File: config.mk
export PLATFORM = sky130hd
export DESIGN_NAME = iopage_sel
export DESIGN_NICKNAME = d
export VERILOG_FILES = /design/src/rtl/iopage_pkg.sv /design/src/rtl/iop_decode.sv /design/src/rtl/dev_match.sv /design/src/rtl/iop_out_reg.sv /design/src/rtl/iopage_sel.sv
export SDC_FILE = /design/constraint.sdc
export NUM_CORES = 1
export LEC_CHECK = 0
export ABC_AREA = 1
export BUFFER_PORTS_ARGS = -buffer_cell sky130_fd_sc_hd__buf_2
export CAP_MARGIN = 5
export CORE_MARGIN = 2
export CORE_UTILIZATION = 26
export CTS_BUF_LIST = sky130_fd_sc_hd__clkbuf_16
export DETAILED_ROUTE_END_ITERATION = 10
export PLACE_DENSITY = 0.58
export SYNTH_ARGS = -nofsm -noshare
export SYNTH_HDL_FRONTEND = slang
export SYNTH_SLANG_ARGS = --single-unit
File: constraint.sdc
create_clock -name clk -period 3.3 [get_ports clk]
set_input_delay 0.495 -clock clk [delete_from_list [all_inputs] [get_ports clk]]
set_output_delay 0.495 -clock clk [all_outputs]
set_load 0.01 [all_outputs]
File: src/rtl/iopage_pkg.sv
// Shared types for the I/O page select generator.
package iopage_pkg;
    // Width mode encoding; the value 3 is illegal.
    typedef enum logic [1:0] {
        WM_16  = 2'b00,
        WM_18  = 2'b01,
        WM_22  = 2'b10,
        WM_BAD = 2'b11
    } width_mode_t;
endpackage

File: src/rtl/iop_decode.sv
// Combinational decode of the I/O page strobe and the bus address.
// Assumes NARROW_W < MID_W < ADDR_W and PAGE_LSB < NARROW_W. With
// mapping off, the wide modes fall back to the narrow decode.
module iop_decode
    import iopage_pkg::*;
#(
    parameter int ADDR_W   = 22,
    parameter int MID_W    = 18,
    parameter int NARROW_W = 16,
    parameter int PAGE_LSB = 13
) (
    input  logic [ADDR_W-1:0] addr,
    input  logic [1:0]        mode,
    input  logic              map_en,
    output logic [ADDR_W-1:0] bus_addr,
    output logic              strobe,
    output logic              err
);
    width_mode_t wm;
    assign wm = width_mode_t'(mode);

    // Pick the effective width and form the strobe from its top bits.
    always_comb begin
        bus_addr = '0;
        strobe   = 1'b0;
        err      = 1'b0;
        case (wm)
            WM_18: begin
                if (map_en) begin
                    bus_addr[MID_W-1:0] = addr[MID_W-1:0];
                    strobe = &addr[MID_W-1:PAGE_LSB];
                end else begin
                    bus_addr[NARROW_W-1:0] = addr[NARROW_W-1:0];
                    strobe = &addr[NARROW_W-1:PAGE_LSB];
                end
            end
            WM_22: begin
                if (map_en) begin
                    bus_addr = addr;
                    strobe   = &addr[ADDR_W-1:PAGE_LSB];
                end else begin
                    bus_addr[NARROW_W-1:0] = addr[NARROW_W-1:0];
                    strobe = &addr[NARROW_W-1:PAGE_LSB];
                end
            end
            WM_16: begin
                bus_addr[NARROW_W-1:0] = addr[NARROW_W-1:0];
                strobe = &addr[NARROW_W-1:PAGE_LSB];
            end
            default: err = 1'b1;
        endcase
    end
endmodule

File: src/rtl/dev_match.sv
// Device-side register decode: one comparator per device on the low
// NARROW_W address bits, gated by the I/O page strobe. Bit 0 is ignored
// because bases are word aligned.
module dev_match #(
    parameter int ADDR_W   = 22,
    parameter int NARROW_W = 16,
    parameter int NUM_DEV  = 2
) (
    input  logic [ADDR_W-1:0]           addr,
    input  logic                        strobe,
    input  logic [NUM_DEV*NARROW_W-1:0] bases,
    output logic [NUM_DEV-1:0]          sel
);
    genvar i;
    generate
        for (i = 0; i < NUM_DEV; i++) begin : g_dev
            logic [NARROW_W-1:0] base_i;
            assign base_i = bases[i*NARROW_W +: NARROW_W];
            // Compare word address of the low bits against this base.
            always_comb begin
                sel[i] = strobe && (addr[NARROW_W-1:1] == base_i[NARROW_W-1:1]);
            end
        end
    endgenerate
endmodule

File: src/rtl/iop_out_reg.sv
// Output register stage: captures address, strobe, error and selects on
// the same edge. Synchronous active-low reset clears everything.
module iop_out_reg #(
    parameter int ADDR_W  = 22,
    parameter int NUM_DEV = 2
) (
    input  logic               clk,
    input  logic               rst_n,
    input  logic [ADDR_W-1:0]  bus_d,
    input  logic               strobe_d,
    input  logic               err_d,
    input  logic [NUM_DEV-1:0] sel_d,
    output logic [ADDR_W-1:0]  bus_q,
    output logic               strobe_q,
    output logic               err_q,
    output logic [NUM_DEV-1:0] sel_q
);
    // Register all outputs together.
    always_ff @(posedge clk) begin
        if (!rst_n) begin
            bus_q    <= '0;
            strobe_q <= 1'b0;
            err_q    <= 1'b0;
            sel_q    <= '0;
        end else begin
            bus_q    <= bus_d;
            strobe_q <= strobe_d;
            err_q    <= err_d;
            sel_q    <= sel_d;
        end
    end
endmodule

File: src/rtl/iopage_sel.sv
// I/O page select generator top. Decodes the processor address into a bus
// address and an I/O-page strobe for 16/18/22-bit address widths, then
// runs the device comparators and registers everything in one stage.
// Assumes the checker's fixed widths match the defaults.
module iopage_sel #(
    parameter int ADDR_W   = 22,
    parameter int MID_W    = 18,
    parameter int NARROW_W = 16,
    parameter int PAGE_LSB = 13,
    parameter int NUM_DEV  = 2
) (
    input  logic                        clk,
    input  logic                        rst_n,
    input  logic [ADDR_W-1:0]           cpu_addr,
    input  logic [1:0]                  width_mode,
    input  logic                        map_en,
    input  logic [NUM_DEV*NARROW_W-1:0] dev_base,
    output logic [ADDR_W-1:0]           bus_addr,
    output logic                        iop_sel,
    output logic                        mode_err,
    output logic [NUM_DEV-1:0]          dev_sel
);
    logic [ADDR_W-1:0]  bus_c;
    logic               strobe_c;
    logic               err_c;
    logic [NUM_DEV-1:0] sel_c;

    iop_decode #(
        .ADDR_W(ADDR_W), .MID_W(MID_W), .NARROW_W(NARROW_W), .PAGE_LSB(PAGE_LSB)
    ) dec_i (
        .addr(cpu_addr), .mode(width_mode), .map_en(map_en),
        .bus_addr(bus_c), .strobe(strobe_c), .err(err_c)
    );

    dev_match #(
        .ADDR_W(ADDR_W), .NARROW_W(NARROW_W), .NUM_DEV(NUM_DEV)
    ) match_i (
        .addr(bus_c), .strobe(strobe_c), .bases(dev_base), .sel(sel_c)
    );

    iop_out_reg #(
        .ADDR_W(ADDR_W), .NUM_DEV(NUM_DEV)
    ) oreg_i (
        .clk(clk), .rst_n(rst_n),
        .bus_d(bus_c), .strobe_d(strobe_c), .err_d(err_c), .sel_d(sel_c),
        .bus_q(bus_addr), .strobe_q(iop_sel), .err_q(mode_err), .sel_q(dev_sel)
    );
endmodule

==> results.toml, run 1 <==
[pwr]
worst_ir_drop_vdd_mv = 0.3322
leakage_nw = 1.361
power.density_cell_area_nw_per_um2 = 402.6

[synth]
syn-cell-area_um2 = 1526
ys_seq_area_frac = 0.3410
netlist-cell-type-count = 13
synth.top_cells.by_area = "sky130_fd_sc_hd__dfxtp_1, sky130_fd_sc_hd__nand2_1, sky130_fd_sc_hd__inv_1, sky130_fd_sc_hd__nor2_1, sky130_fd_sc_hd__nand3b_1"
synthDominantCellAreaShare = 0.3410
ys.warnings.count = 0
ys_ff_latch = 26
yosys.area.top_type = "sky130_fd_sc_hd__dfxtp_1"
synthesis.nets = 322
mean_syn_cell_area_um2 = 5.894
synthesized_instance_count = 259

[timing]
min_period_over_period = 0.5965
final_period_minus_worst_setup_slack_ns = 1.969
grt_setup_unrepaired = "false"
fmaxAchievable_mhz = 508.0
finalWorstSetupSlack_ns = 1.331
timing.final.max_slew_violations = 0
timing.setup.tns_ns = 0
timing_worst_slew_pin_value_ns = 0.5773
setup-violations-final = 0
slew_headroom = 0.6146
final_number_of_hold_violating_endpoints = 0

[floorplan]
floorplan.die.width_um = 80.62
coreArea_um2 = 5574
floorplan.initialDensity = 0.2738
floorplan.die.height_um = 80.62
dieArea_um2 = 6500
io-pin-count = 85
std_cell_rows = 27

[clock_tree]
sink_count = 26
post_cts.resized_instances = 0
tritoncts_clock_tree = "done"
cts_made_buffers = 3
clkTransAtPathRegs_ns = 0.07
cts_setup_buffers = 0
number_of_h_tree_levels = 1
number_of_buffers_on_the_longest_clock_path = 2
clk_root_buffer_cell = "sky130_fd_sc_hd__clkbuf_16"
post_cts_hold_buffer_count = 0

[cells_and_area]
layout_cells_sized_above_1 = 0.2610
area_delta_synth_final_pct = 37.38
finalCoreUtilization = 0.3762
finish.instance_area_um2 = 2097
nets_finish = 405
antenna_cells_inserted = 0

[detailed_routing]
routed_wirelength_um = 3803
post_drt_wl_per_cell_um = 9.208
detailroute.via_count = 1675
routed_via_density = 4.056
antenna_violation_net_count_after_detailed_routing = 0
drtIter0Drc = 46
drt_drc_violations_left = 0
detail_route.first_pass.iterations = 4

[grt]
busiest_layer = "met2"
grt_pass1_wl_um = 6009
gr-total-overflow = 0
gr-usage-met3 = 0.03708
use_met2 = 0.2183
grt_met1_usage = 0.1333
grt_max_degree = 39
first_global_vias = 1485
grt_use_total = 0.1181
grt_antenna_before_repair = 0

[setup_path]
crit_required_ns = 3.50
timing.setup.critical_path_class = "input pin to flip-flop"
critical_path_arrival_ns = 2.17
worst_setup_path_start_kind = "input pin"
critical_path_peak_fanout = 38
worstSetupEndpointType = "flip-flop"

[placed_design]
placed_area_um2 = 1992
gp_routability_congestion = 0.7287
port-buffer-count = 82
dp_hpwl_um = 3085
pre_cts_ws_ns = 0.9985

[worst_hold_path]
hold_path_class = "input pin to flip-flop"

[run]
cap_viol_max_count = 0

[status]
status = "finished, final reports clean"
metal layers:
| layer | wire length (um) | vias to the layer above | part of all wire |
|---|---|---|---|
| li1 | - | 921 | - |
| met1 | 1681 | 697 | 0.44 |
| met2 | 1766 | 55 | 0.46 |
| met3 | 330 | 2 | 0.087 |
| met4 | 24 | 0 | 0.0063 |
| met5 | 0 | - | 0 |
per-stage QoR:
stage / hold WS (ns) / std cells / total power [mW]
global route: 0.4531 / 413 / 0.8961
finish: 0.4456 / 413 / 0.8443
floorplan: 0.5926 / 259 / 0.4298
global placement: 0.7203 / 409 / 0.4957
CTS: 0.4430 / 413 / 0.8627
detailed placement: 0.7201 / 409 / 0.4990
worst paths after layout:
path / from / end / slack, ns / cells past startpoint
setup / recovery: width_mode[0] / oreg_i.sel_q[1] / 1.33 / 10
hold / removal: cpu_addr[0] / oreg_i.bus_q[0] / 0.45 / 3
cells in the mapped netlist, drive strengths merged:
cell and n:
ha 4, dfxtp 26, nor2 45, inv 49
nand2 103, buf 4, nand3b 14, o21bai 1
clkbuf 1, nand3 11, or2 1
cell type report:
cell class	count	area, um2
Clock buffer	3	75.07
Clock inverter	1	30.03
Fill cell	649	3477
Inverter	49	183.9
Multi-Input combinational cell	179	779.5
Sequential cell	26	520.5
Tap cell	72	90.09
Timing Repair Buffer	83	417.9
cells by family after synthesis:
group / after synthesis / synth area share
DFF: 26 / 0.3410
buffers and inverters: 54 / 0.1483
and+or+nand+nor: 174 / 0.4729
AOI/OAI and AO/OA: 1 / 0.004920
adders and majority gates: 4 / 0.03279
flip-flops by register name (all words and copies together), names as in the netlist:
signal and count:
oreg_i.sel_q 2, oreg_i.err_q 1, oreg_i.strobe_q 1, oreg_i.bus_q 22
power breakdown:
| part | internal [mW] | switching (mW) | total (mW) |
|---|---|---|---|
| registers | 0.326 | 0.00255 | 0.329 |
| logic | 0.0702 | 0.0898 | 0.160 |
| clock network | 0.241 | 0.114 | 0.355 |
| total | 0.638 | 0.206 | 0.844 |
cells in the final DEF, fill, tap and decap left out, types with 3 or more instances in the layout:
cell,synthesis,routed
sky130_fd_sc_hd__ha_1,4,4
sky130_fd_sc_hd__nand3_1,11,11
sky130_fd_sc_hd__nand2_1,103,103
sky130_fd_sc_hd__clkbuf_16,0,3
sky130_fd_sc_hd__nand3b_1,14,14
sky130_fd_sc_hd__inv_1,48,48
sky130_fd_sc_hd__buf_2,1,82
sky130_fd_sc_hd__nor2_1,45,45
sky130_fd_sc_hd__dfxtp_1,26,26
worst max-delay path, stage by stage:
cell and delay (ns):
sky130_fd_sc_hd__buf_2 0.12, sky130_fd_sc_hd__ha_1 0.29, sky130_fd_sc_hd__inv_2 0.47, sky130_fd_sc_hd__nand2_1 0.09
sky130_fd_sc_hd__buf_4 0.23, sky130_fd_sc_hd__nor2_1 0.14, sky130_fd_sc_hd__nand3_1 0.09, sky130_fd_sc_hd__inv_1 0.06
sky130_fd_sc_hd__nand2_1 0.09, sky130_fd_sc_hd__nor2_1 0.09
Note: power is estimated with default switching activity, not from simulation.
==> run 2, diff against run 1 <==
--- a/config.mk
+++ b/config.mk
@@ -5,7 +5,7 @@
 export SDC_FILE = /design/constraint.sdc
 export NUM_CORES = 1
 export LEC_CHECK = 0
-export ABC_AREA = 1
+export ABC_AREA = 0
 export BUFFER_PORTS_ARGS = -buffer_cell sky130_fd_sc_hd__buf_2
 export CAP_MARGIN = 5
 export CORE_MARGIN = 2
==> constraint.sdc (replaced) <==
create_clock -name clk -period 2 [get_ports clk]
set_input_delay 0.3 -clock clk [delete_from_list [all_inputs] [get_ports clk]]
set_output_delay 0.3 -clock clk [all_outputs]
set_load 0.01 [all_outputs]
==> results.toml, run 2 <==
[status]
status = "finished, final reports clean"

[setup_path]
critPathBufInv = 2
critical_path_arrival_ns = 1.59
critical_path_peak_fanout = 28
crit_required_ns = 2.17
worstSetupEndpointType = "flip-flop"
max_stage_delay_ns = 0.31
worst_setup_path_start_kind = "input pin"
crit_chain = "buf_2 > ha_1 > buf_12 > nor2_1 > o32ai_1 > nand3_1 > nor4_1"
critical_path.slowest_cell = "sky130_fd_sc_hd__o32ai_1"
cp_top_family = "simple AND/OR/NAND/NOR gates"
timing.setup.critical_path_class = "input pin to flip-flop"

[clock_tree]
number_of_buffers_on_the_longest_clock_path = 2
cts_setup_buffers = 0
sink_count = 26
post_cts.resized_instances = 0
clkTransAtPathRegs_ns = 0.07
clk_root_buffer_cell = "sky130_fd_sc_hd__clkbuf_16"
number_of_h_tree_levels = 1
cts_made_buffers = 3
tritoncts_clock_tree = "done"
post_cts_hold_buffer_count = 0

[cells_and_area]
antenna_cells_inserted = 0
layout_cells_sized_above_1 = 0.3640
largestRegisters = "oreg_i.bus_q x22, oreg_i.sel_q x2"
largest-register = "oreg_i.bus_q"
nets_finish = 314
filler_cell_count = 592
stdcell_count = 322
final_cell_mix = "sky130_fd_sc_hd__buf_2, sky130_fd_sc_hd__dfxtp_1, sky130_fd_sc_hd__nor2_1, sky130_fd_sc_hd__and2_1, sky130_fd_sc_hd__xnor2_1"
layout_commonest_cell = "sky130_fd_sc_hd__buf_2"
area_delta_synth_final_pct = 38.33
number_of_flip_flops_in_the_largest_register = 22

[pwr]
cellInternalPower_mw = 1.070
power.density_cell_area_nw_per_um2 = 675.1
clock_power_share = 0.418
p_comb_frac = 0.193
leakage_nw = 0.9650
swShare = 0.2335
worst_ir_drop_vdd_mv = 0.2633
sequentialPowerShare = 0.389
p_switching_mw = 0.3260

[detailed_routing]
drt_drc_violations_left = 0
post_drt_wl_per_cell_um = 12.08
detail_route.first_pass.iterations = 4
drtIter0Drc = 40
met2_wirelength_um = 1676
routed_wirelength_um = 3891
wl_met3_um = 303
routed_via_density = 4.646
top_layer = "met4"
routedLengthMet1_um = 1883
antenna_violation_net_count_after_detailed_routing = 0
detailroute.via_count = 1496

[timing]
final_period_minus_worst_setup_slack_ns = 1.422
min_period_over_period = 0.7109
fmaxAchievable_mhz = 703.3
timing.final.max_slew_violations = 0
slew_headroom = 0.7618
timing_worst_slew_pin_value_ns = 0.3569
timing.setup.tns_ns = 0
final_number_of_hold_violating_endpoints = 0
setup-violations-final = 0
grt_setup_unrepaired = "false"

[synth]
most_instantiated_library_cell_after_synthesis = "sky130_fd_sc_hd__dfxtp_1"
synthesis.nets = 232
yosys.area.top_type = "sky130_fd_sc_hd__dfxtp_1"
ys.warnings.count = 0
netlist-cell-type-count = 31
synthDominantCellAreaShare = 0.3481
ys_seq_area_frac = 0.3481
syn-cell-area_um2 = 1495
synth_edf_count = 0
mean_syn_cell_area_um2 = 8.847
synth_top_cells_by_count = "sky130_fd_sc_hd__dfxtp_1, sky130_fd_sc_hd__nor2_1, sky130_fd_sc_hd__and2_1"
synthesized_instance_count = 169
synth_top_flop_cell = "sky130_fd_sc_hd__dfxtp_1"
async_flop_share = 0
synth.top_cells.by_area = "sky130_fd_sc_hd__dfxtp_1, sky130_fd_sc_hd__xnor2_1, sky130_fd_sc_hd__and2_1, sky130_fd_sc_hd__nor2_1, sky130_fd_sc_hd__and4bb_1"
ys_ff_latch = 26

[placed_design]
dp_hpwl_um = 3102
port-buffer-count = 82
gp_routability_congestion = 0.7708
numPlacedInstances = 318

[grt]
grt_pass1_wl_um = 5934
first_global_vias = 1282
gr-total-overflow = 0
grt_use_total = 0.1176
grt_antenna_before_repair = 0
grt_max_degree = 29

[run]
cap_viol_max_count = 0

[worst_hold_path]
hold_path_class = "input pin to flip-flop"

[floorplan]
std_cell_rows = 27
io-pin-count = 85
dieArea_um2 = 6374
floorplan.die.width_um = 79.84
coreArea_um2 = 5540
floorplan.die.height_um = 79.84
floorplan.initialDensity = 0.2699
## run 2: cell count changes in the layout (fill, tap and decap cells not counted), moves of 5 or more
cell	delta
sky130_fd_sc_hd__and2_1	+20
sky130_fd_sc_hd__nor2_1	-20
sky130_fd_sc_hd__o32ai_1	+10
sky130_fd_sc_hd__inv_1	-43
sky130_fd_sc_hd__nand3b_1	-14
sky130_fd_sc_hd__xnor2_1	+15
sky130_fd_sc_hd__and4bb_1	+7
sky130_fd_sc_hd__a31oi_1	+11
sky130_fd_sc_hd__nand2_1	-99
sky130_fd_sc_hd__nand3_1	-5
## run 2: layout make-up
cell class | instances | area (um2) | share of cell area
clock buffers | 3 | 75.07 | 0.03630
clock inverters | 1 | 30.03 | 0.01452
inverters | 5 | 18.77 | 0.009074
multi-input cells | 131 | 895.9 | 0.4332
flip-flops and latches | 26 | 520.5 | 0.2517
well taps | 72 | 90.09 | 0.04356
repair buffers | 84 | 437.9 | 0.2117
## run 2: cell families after synthesis
| family | Yosys count | synth area share |
|---|---|---|
| buffers and inverters | 12 | 0.05272 |
| AND/OR/NAND/NOR | 81 | 0.3297 |
| AO/OA/AOI/OAI | 31 | 0.1481 |
| XOR/XNOR | 15 | 0.08787 |
| flip-flops | 26 | 0.3481 |
| adder cells (fa/ha/maj) | 4 | 0.03347 |
## run 2: power groups by stage
stage | registers, mW | logic (mW) | clock network [mW]
floorplan | 0.567 | 0.133 | 0
global placement | 0.555 | 0.268 | 0
detailed placement | 0.555 | 0.272 | 0
CTS | 0.543 | 0.273 | 0.604
global route | 0.544 | 0.301 | 0.626
finish | 0.543 | 0.269 | 0.584
## run 2: metrics by stage
stage / instance area (um2) / hold WS [ns] / total power [mW] / setup WS [ns] / utilization
finish: 2068 / 0.2383 / 1.396 / 0.5781 / 0.3733
global placement: 1963 / 0.5048 / 0.8230 / 0.3027 / 0.3543
detailed placement: 1963 / 0.5040 / 0.8264 / 0.3040 / 0.3543
global route: 2068 / 0.2461 / 1.471 / 0.4436 / 0.3733
floorplan: 1495 / 0.4217 / 0.6999 / 0.6584 / -
CTS: 2068 / 0.2309 / 1.419 / 0.5728 / 0.3733
## run 2: final timing paths
check,startpoint,cells after the start,end
min,cpu_addr[0],2,oreg_i.bus_q[0]
max,width_mode[0],7,oreg_i.sel_q[1]
## run 2: per-layer routing
metal | up-vias | GRT usage
met1 | 661 | 0.1568
met5 | - | 0
met4 | 0 | 0.03051
li1 | 780 | -
met3 | 2 | 0.02489
met2 | 53 | 0.1924
==> run 3, diff against run 2 <==
==> constraint.sdc (replaced) <==
create_clock -name clk -period 1.43 [get_ports clk]
set_input_delay 0.2145 -clock clk [delete_from_list [all_inputs] [get_ports clk]]
set_output_delay 0.2145 -clock clk [all_outputs]
set_load 0.01 [all_outputs]
==> results.toml, run 3 (same netlist as run 2, synthesis figures left out) <==
[floorplan]
coreArea_um2 = 5540
dieArea_um2 = 6374
std_cell_rows = 27
floorplan.die.width_um = 79.84
io-pin-count = 85
floorplan.initialDensity = 0.2699
floorplan.die.height_um = 79.84

[status]
status = "finished, final reports clean"

[timing]
slew_headroom = 0.7952
final_number_of_hold_violating_endpoints = 0
finalWorstSetupSlack_ns = 0.1921
timing.setup.tns_ns = 0
min_period_over_period = 0.8656
timing.final.max_slew_violations = 0
fmaxAchievable_mhz = 807.8
setup-violations-final = 0
grt_setup_unrepaired = "false"
timing_worst_slew_pin_value_ns = 0.3068
final_period_minus_worst_setup_slack_ns = 1.238

[cells_and_area]
finish.instance_area_um2 = 2135
stdcell_count = 331
nets_finish = 323
area_delta_synth_final_pct = 42.76
antenna_cells_inserted = 0
multiInputGateArea_um2 = 903.4
number_of_flip_flops_in_the_largest_register = 22
layout.area.seq_um2 = 520.5
filler_cell_count = 597
largestRegisters = "oreg_i.bus_q x22, oreg_i.sel_q x2"
largest-register = "oreg_i.bus_q"
layout_commonest_cell = "sky130_fd_sc_hd__buf_2"
final_cell_mix = "sky130_fd_sc_hd__buf_2, sky130_fd_sc_hd__dfxtp_1, sky130_fd_sc_hd__nor2_1, sky130_fd_sc_hd__and2_1, sky130_fd_sc_hd__xnor2_1"
layout_cells_sized_above_1 = 0.3900

[detailed_routing]
detailroute.via_count = 1539
drt_drc_violations_left = 0
detail_route.first_pass.iterations = 4
post_drt_wl_per_cell_um = 12.49
routed_via_density = 4.650
drtIter0Drc = 48
routed_wirelength_um = 4133
antenna_violation_net_count_after_detailed_routing = 0

[placed_design]
numPlacedInstances = 327
port-buffer-count = 82
pre_cts_ws_ns = -0.1208
gp_routability_congestion = 0.7759
placed_area_um2 = 2018
dp_hpwl_um = 3342

[setup_path]
crit_required_ns = 1.60
critical_path_arrival_ns = 1.41
worstSetupEndpointType = "flip-flop"
max_stage_delay_ns = 0.28
crit_chain = "buf_2 > ha_1 > and2b_2 > and2_1 > o2111ai_1 > nor4_1"
critPathBufInv = 1
crit_path_start = "width_mode[0]"
path_depth = 6
critical_path_peak_fanout = 3
timing.setup.critical_path_class = "input pin to flip-flop"
critical_path.slowest_cell = "sky130_fd_sc_hd__nor4_1"
cp_top_family = "simple AND/OR/NAND/NOR gates"
worstSetupEndpoint = "oreg_i.sel_q[0]"
worst_setup_path_start_kind = "input pin"

[pwr]
sequentialPowerShare = 0.386
swShare = 0.2316
cellInternalPower_mw = 1.511
post-layout-total-power_mw = 1.966
clock_power_share = 0.411
p_comb_frac = 0.203
p_switching_mw = 0.4554
power.density_cell_area_nw_per_um2 = 921.0
leakage_nw = 1.009
worst_ir_drop_vdd_mv = 0.6355

[worst_hold_path]
hold_path_class = "input pin to flip-flop"

[grt]
grt_pass1_wl_um = 6292
grt_use_total = 0.1277
first_global_vias = 1334
grt_max_degree = 17
gr-total-overflow = 0
grt_antenna_before_repair = 0

[clock_tree]
number_of_buffers_on_the_longest_clock_path = 2
sink_count = 26
cts_made_buffers = 3
clk_root_buffer_cell = "sky130_fd_sc_hd__clkbuf_16"
number_of_h_tree_levels = 1
clkTransAtPathRegs_ns = 0.07
tritoncts_clock_tree = "done"

[run]
cap_viol_max_count = 0
## run 3: cell types whose count changed in the layout (fill, tap and decap cells not counted)
cell	before	now
sky130_fd_sc_hd__buf_12	1	0
sky130_fd_sc_hd__buf_4	1	10
sky130_fd_sc_hd__buf_6	0	1
sky130_fd_sc_hd__o32ai_1	10	9
sky130_fd_sc_hd__o32ai_2	0	1
## run 3: per-layer routing
| metal | global-route usage | vias to the layer above | routed length (um) |
|---|---|---|---|
| li1 | - | 791 | - |
| met1 | 0.1655 | 690 | 1909 |
| met2 | 0.2151 | 54 | 1855 |
| met3 | 0.02149 | 4 | 315 |
| met4 | 0.04068 | 0 | 53 |
| met5 | 0 | - | 0 |
## run 3: final cells by class
cell class,count,area share
Timing Repair Buffer,93,0.2327
Sequential cell,26,0.2438
Clock inverter,1,0.01407
Inverter,5,0.008792
Tap cell,72,0.04220
Clock buffer,3,0.03517
Multi-Input combinational cell,131,0.4232
## run 3: power by group through the flow
stage               Clock, mW  Sequential [mW]  Combinational (mW)
global placement            0            0.776               0.388
finish                  0.808            0.759               0.399
global route            0.870            0.762               0.446
floorplan                   0            0.793               0.186
CTS                     0.831            0.759               0.399
detailed placement          0            0.776               0.397
## run 3: worst min-delay path by stage
stage           startpoint              end  cells past startpoint
3_3_place_gp   cpu_addr[0]  oreg_i.bus_q[0]                      2
6_report       cpu_addr[0]  oreg_i.bus_q[0]                      2
2_1_floorplan  cpu_addr[0]  oreg_i.bus_q[0]                      1
4_1_cts        cpu_addr[0]  oreg_i.bus_q[0]                      2
5_1_grt        cpu_addr[0]  oreg_i.bus_q[0]                      2
3_5_place_dp   cpu_addr[0]  oreg_i.bus_q[0]                      2
## run 3: stage by stage
step / util / hold slack (ns)
3_5_place_dp: 0.3643 / 0.4186
2_1_floorplan: - / 0.3362
6_report: 0.3853 / 0.1526
5_1_grt: 0.3853 / 0.1627
4_1_cts: 0.3832 / 0.1488
3_3_place_gp: 0.3643 / 0.4197
## run 3: repair_timing
action,4_1_cts,5_1_grt
endpoints found under the setup margin,0,1
resized for setup,0,2
buffers inserted,0,0
endpoints found under the hold margin,0,0
hold buffers,0,0
